`src/rtl/coh_pkg.sv`:
```
package coh_pkg;
  typedef enum logic [1:0] {
    REQ_NONE   = 2'd0,
    REQ_UPDATE = 2'd1,
    REQ_MINVAL = 2'd2,
    REQ_BINVAL = 2'd3
  } req_kind_e;

  typedef enum logic {
    ST_IDLE = 1'b0,
    ST_RUN  = 1'b1
  } fan_state_e;
endpackage

```
`src/rtl/coh_pick.sv`:
```
module coh_pick #(
  parameter int N  = 8,
  parameter int IW = $clog2(N)
) (
  input  logic [N-1:0]  mask,
  output logic          any,
  output logic [IW-1:0] idx,
  output logic [N-1:0]  onehot
);
  genvar g;
  generate
    for (g = 0; g < N; g++) begin : g_sel
      if (g == 0) begin : g_first
        assign onehot[g] = mask[g];
      end else begin : g_rest
        assign onehot[g] = mask[g] & ~(|mask[g-1:0]);
      end
    end
  endgenerate

  assign any = |mask;

  always_comb begin
    idx = '0;
    for (int i = 0; i < N; i++) begin
      if (onehot[i]) idx = idx | IW'(i);
    end
  end
endmodule

```
`src/rtl/coh_ack_ctr.sv`:
```
module coh_ack_ctr #(
  parameter int CW = 4
) (
  input  logic          clk,
  input  logic          rst,
  input  logic          load,
  input  logic [CW-1:0] load_val,
  input  logic          dec,
  output logic [CW-1:0] remaining,
  output logic          zero
);
  always_ff @(posedge clk) begin
    if (rst) begin
      remaining <= '0;
    end else if (load) begin
      remaining <= load_val;
    end else if (dec) begin
      remaining <= remaining - CW'(1);
    end
  end

  assign zero = (remaining == '0);
endmodule

```
`src/rtl/coh_fanout.sv`:
```
module coh_fanout
  import coh_pkg::*;
#(
  parameter int NODES = 8,
  parameter int AW    = 32,
  parameter int WW    = 4,
  parameter int IW    = $clog2(NODES),
  parameter int CW    = $clog2(NODES + 1),
  parameter int FW    = WW + 1
) (
  input  logic          clk,
  input  logic          rst,
  input  logic          job_valid,
  output logic          job_ready,
  input  logic          job_evict,
  input  logic          job_count_mode,
  input  logic [NODES-1:0] job_sharers,
  input  logic [CW-1:0] job_count,
  input  logic [IW-1:0] job_writer,
  input  logic [WW-1:0] job_words,
  input  logic [AW-1:0] job_addr,
  output logic          req_valid,
  input  logic          req_ready,
  output logic [IW-1:0] req_target,
  output logic [1:0]    req_type,
  output logic [AW-1:0] req_addr,
  output logic [FW-1:0] req_flits,
  input  logic          rsp_valid,
  output logic          busy,
  output logic          done
);
  fan_state_e       st;
  logic [NODES-1:0] mask_q;
  logic             bcast_q;
  logic             evict_q;
  logic [IW-1:0]    writer_q;
  logic [WW-1:0]    words_q;
  logic [AW-1:0]    addr_q;

  logic             take;
  logic [NODES-1:0] job_mask;
  logic [CW-1:0]    job_expect;
  logic             pick_any;
  logic [IW-1:0]    pick_idx;
  logic [NODES-1:0] pick_oh;
  logic             ctr_dec;
  logic [CW-1:0]    ctr_rem;
  logic             ctr_zero;
  logic             hs;
  logic             all_sent;
  req_kind_e        kind_now;

  function automatic logic [CW-1:0] popc(input logic [NODES-1:0] v);
    logic [CW-1:0] s;
    s = '0;
    for (int i = 0; i < NODES; i++) s = s + CW'(v[i]);
    return s;
  endfunction

  assign take = job_valid && (st == ST_IDLE);

  always_comb begin
    job_mask = job_sharers;
    if (!job_evict) job_mask[job_writer] = 1'b0;
    job_expect = job_count_mode ? job_count : popc(job_mask);
  end

  coh_pick #(.N(NODES), .IW(IW)) u_pick (
    .mask   (mask_q),
    .any    (pick_any),
    .idx    (pick_idx),
    .onehot (pick_oh)
  );

  assign ctr_dec = rsp_valid && (st == ST_RUN) && !ctr_zero;

  coh_ack_ctr #(.CW(CW)) u_ctr (
    .clk       (clk),
    .rst       (rst),
    .load      (take),
    .load_val  (job_expect),
    .dec       (ctr_dec),
    .remaining (ctr_rem),
    .zero      (ctr_zero)
  );

  assign all_sent = !bcast_q && !pick_any;
  assign hs       = req_valid && req_ready;

  always_ff @(posedge clk) begin
    if (rst) begin
      st       <= ST_IDLE;
      mask_q   <= '0;
      bcast_q  <= 1'b0;
      evict_q  <= 1'b0;
      writer_q <= '0;
      words_q  <= '0;
      addr_q   <= '0;
      done     <= 1'b0;
    end else begin
      done <= 1'b0;
      if (st == ST_IDLE) begin
        if (take) begin
          st       <= ST_RUN;
          mask_q   <= job_count_mode ? '0 : job_mask;
          bcast_q  <= job_count_mode;
          evict_q  <= job_evict;
          writer_q <= job_writer;
          words_q  <= job_words;
          addr_q   <= job_addr;
        end
      end else begin
        if (hs) begin
          if (bcast_q) bcast_q <= 1'b0;
          else         mask_q  <= mask_q & ~pick_oh;
        end
        if (all_sent && ctr_zero) begin
          st   <= ST_IDLE;
          done <= 1'b1;
        end
      end
    end
  end

  always_comb begin
    if (bcast_q)      kind_now = REQ_BINVAL;
    else if (evict_q) kind_now = REQ_MINVAL;
    else              kind_now = REQ_UPDATE;
  end

  assign req_valid  = (st == ST_RUN) && (bcast_q || pick_any);
  assign req_target = bcast_q ? '0 : pick_idx;
  assign req_type   = kind_now;
  assign req_addr   = addr_q;
  assign req_flits  = (kind_now == REQ_UPDATE) ? ({1'b0, words_q} + FW'(2)) : FW'(1);
  assign busy       = (st == ST_RUN);
  assign job_ready  = (st == ST_IDLE);


  accept_busy_chk: assert property (@(posedge clk) disable iff (rst)
    (job_valid && job_ready) |=> busy);


  done_pulse_chk: assert property (@(posedge clk) disable iff (rst)
    done |=> !done);


  done_idle_chk: assert property (@(posedge clk) disable iff (rst)
    done |-> !busy && $past(busy));


  writer_skip_chk: assert property (@(posedge clk) disable iff (rst)
    (req_valid && req_type == REQ_UPDATE) |-> (req_target != writer_q));


  rsp_bound_chk: assert property (@(posedge clk) disable iff (rst)
    (rsp_valid && busy) |-> (ctr_rem != '0));


  req_hold_chk: assert property (@(posedge clk) disable iff (rst)
    (req_valid && !req_ready) |=> req_valid && $stable(req_target) &&
                                  $stable(req_type) && $stable(req_flits));
endmodule

```
`config.mk`:
```
export PLATFORM = sky130hd
export DESIGN_NAME = coh_fanout
export DESIGN_NICKNAME = d
export VERILOG_FILES = /design/src/rtl/coh_pkg.sv /design/src/rtl/coh_pick.sv /design/src/rtl/coh_ack_ctr.sv /design/src/rtl/coh_fanout.sv
export SDC_FILE = /design/constraint.sdc
export NUM_CORES = 1
export LEC_CHECK = 0
export ABC_AREA = 1
export BUFFER_PORTS_ARGS = -buffer_cell sky130_fd_sc_hd__buf_2
export CAP_MARGIN = 5
export CORE_UTILIZATION = 28
export DETAILED_ROUTE_END_ITERATION = 7
export PLACE_DENSITY = 0.49
export SYNTH_ARGS = -nofsm -noshare
export SYNTH_HDL_FRONTEND = slang
export SYNTH_SLANG_ARGS = --single-unit
```
`constraint.sdc`:
```
create_clock -name clk -period 7.32 [get_ports clk]
set_input_delay 1.098 -clock clk [delete_from_list [all_inputs] [get_ports clk]]
set_output_delay 1.098 -clock clk [all_outputs]
set_load 0.005 [all_outputs]
```
==> flow_summary.json <==
{
  "layout.nets": 529,
  "crit_required_ns": 7.56,
  "yosysTopAreaCellShare_pct": 40.6,
  "cp_data_arrival_time_ns": 4.65,
  "holdCritPathClass": "reg2reg",
  "cap_violations": 0,
  "critical_path_class": "in2reg",
  "cts_hold_buf": 0,
  "syn-cell-area_sq_um": 2560,
  "post_cts_buffers": 0,
  "most-common-layout-cells": "103 x buf_2, 99 x nor2_1, 56 x o21ai_0, 52 x dfxtp_1, 37 x nand2_1",
  "drt_iter0_markers": 142,
  "slew_headroom_pct": 33.3,
  "startpoint": "job_evict",
  "syn-instance-count": 367,
  "htreeDepth": 2,
  "cts_tree": "yes",
  "dp_hpwl_mm": 5.18,
  "critPathBufInv": 5,
  "grt_pass1_vias": 2456,
  "synth_top_area_cell": "dfxtp_1",
  "layout_commonest_cell": "buf_2",
  "violations": "DRC",
  "syn_to_final_growth_pct": 26.1,
  "fillCellCount": 959,
  "antenna_left": 0,
  "cts.root.buffer_cell": "clkbuf_8",
  "fin_skew_ns": 0.00726,
  "timing.rr.start": "busy$_SDFF_PP0_",
  "cts_buffers": 5,
  "timing.critical_path.max_delay_family": "adder cells",
  "row_count": 34,
  "drt_pass1_iterations": 6,
  "antenna_cells": 0,
  "post-route-drc-count": 10,
  "min_period_over_period_pct": 60.3,
  "worstHoldStart": "u_ctr.remaining[1]$_SDFFE_PP0P_",
  "critPathMaxStageDelay_ns": 0.51,
  "outcome": "finished, violations left",
  "numClockSinks": 52,
  "finalHoldViolCount": 0,
  "crit_path_top_delay_cell": "fa_1",
  "antenna_found_initial": 0,
  "wl_per_cell_um": 12.7,
  "crit_path_end_kind": "flip-flop",
  "worstMarginPinSlew_ns": 0.998,
  "leakage_nw": 1.63,
  "fin_ws_ns": 2.91,
  "grt.total_usage_pct": 15.7,
  "place_ws_ns": 2.62,
  "avgSynthCellArea_sq_um": 6.98,
  "netlist_top_cells_area": "dfxtp_1 41%, nor2_1 15%, o21ai_0 11%",
  "yosysWarnings": 0,
  "io-pin-count": 104,
  "drv_slew": 0,
  "setup_violations": 0,
  "die_width_um": 97.7,
  "clockBufferDepth": 2,
  "synth-seq-cells": 52,
  "initial_core_util_pct": 29.1,
  "rrSetupSlack_ns": 4.14,
  "grt_first_pass_wirelength_mm": 12.0,
  "cts_resized": 0,
  "drive_gt1_share_pct": 26.2,
  "synth-seq-area-share_pct": 40.6,
  "clk_pin_slew_ns": 0.10,
  "viasPerCell": 4.60,
  "min_period_ns": 4.41,
  "multi_input_area_sq_um": 1310,
  "synth_cell_type_count": 28,
  "portBuffers": 103,
  "routed_wl_mm": 7.25,
  "worstPathMaxFanout": 4,
  "critPathLaunchType": "input port",
  "irDropWorstVdd_v": 0.0000716,
  "grt_max_degree": 58,
  "power_density_nw_per_um2": 218,
  "insertion_delay_ns": 0.31,
  "timing.fmax_mhz": 227,
  "regArea_sq_um": 1040,
  "crit_chain": "buf_2 > or2_2 > o21ai_0 > inv_1 > fa_1 > fa_1 > inv_1 > fa_1 > inv_1 > ha_1 > inv_1 > fa_1 > a21oi_1 > o21ai_0 > o21ai_0 > nand2_1 > a21oi_1",
  "core_sq_um": 8810,
  "vias": 2621,
  "dieArea_sq_um": 9540,
  "syn_nets": 435,
  "gp_congestion": 0.857,
  "rsz0062_at_grt": "false",
  "gr-total-overflow": 0,
  "setup_tns_ns": 0,
  "die_h_um": 97.7
}
-- registers in the layout (all words and copies together) (netlist names) --
signal           cells
evict_q              1
mask_q               8
done                 1
busy                 1
u_ctr.remaining      4
words_q              4
bcast_q              1
req_addr            32
-- report_power, final --
| group | switching [mW] | leakage (nW) | internal (mW) | total [mW] |
|---|---|---|---|---|
| registers | 0.0187 | 0.431 | 0.310 | 0.329 |
| logic | 0.118 | 1.15 | 0.0824 | 0.200 |
| clock network | 0.106 | 0.0485 | 0.0689 | 0.175 |
| total | 0.242 | 1.63 | 0.462 | 0.704 |
-- metrics by stage --
stage               hold slack, ns  utilization, %  total power [mW]  cell area [sq um]  cells
floorplan                    0.438               -             0.463               2560    367
CTS                          0.484            36.7             0.715               3230    570
finish                       0.481            36.7             0.704               3230    570
global placement             0.457            35.6             0.534               3140    562
global route                 0.506            36.7             0.761               3230    570
detailed placement           0.466            35.6             0.537               3140    562
-- layer usage --
| layer | up-vias | track usage (%) | share of wire [%] |
|---|---|---|---|
| met4 | 0 | 4.31 | 1.3 |
| met2 | 63 | 26.6 | 49 |
| met5 | - | 0 | 0 |
| li1 | 1366 | - | - |
| met3 | 9 | 2.81 | 4.6 |
| met1 | 1183 | 20.4 | 45 |
-- worst reg2reg max path, stage by stage (launching register included) --
cell	delay, ns
dfxtp_1	0.76
inv_2	0.15
nand2_2	0.76
inv_2	0.66
a31oi_4	0.39
inv_2	0.10
o21ai_0	0.20
nor2_1	0.06
-- synth_stat cells --
library cell / count
nand4_4: 1
buf_2: 8
buf_4: 2
o21a_1: 1
o21ai_0: 56
buf_1: 2
o22ai_1: 2
nand3_1: 23
xnor2_1: 1
o21bai_1: 1
or2_2: 2
inv_2: 3
nand4_1: 1
clkbuf_1: 5
nand2_1: 37
dfxtp_1: 52
xor2_1: 1
a31oi_4: 1
nor2_2: 1
nor3_1: 3
nand2_2: 1
inv_1: 32
a21oi_1: 20
nor2_1: 99
ha_1: 6
o211ai_1: 1
nor4_1: 1
fa_1: 4
-- layout make-up --
type / instances / area share, %
Clock inverter: 3 / 0.697
Clock buffer: 5 / 2.13
Multi-Input combinational cell: 263 / 40.5
Tap cell: 108 / 4.18
Sequential cell: 52 / 32.2
Timing Repair Buffer: 104 / 16.2
Inverter: 35 / 4.07
-- cells by family after synthesis --
logic type                 count (synthesis)  synth area share (%)
and+or+nand+nor                          169                  27.3
AOI/OAI and AO/OA                         82                  17.0
buffers and inverters                     52                  8.30
DFF                                       52                  40.6
adders and majority gates                 10                  6.05
xor gates and xnor gates                   2                 0.684
-- worst paths after layout --
kind                                          end  cells past startpoint
setup / recovery  u_ctr.remaining[1]$_SDFFE_PP0P_                     17
hold / removal    u_ctr.remaining[1]$_SDFFE_PP0P_                      2
setup reg to reg  u_ctr.remaining[2]$_SDFFE_PP0P_                      7
hold reg to reg   u_ctr.remaining[1]$_SDFFE_PP0P_                      2
Note: power is estimated with default switching activity, not from simulation.
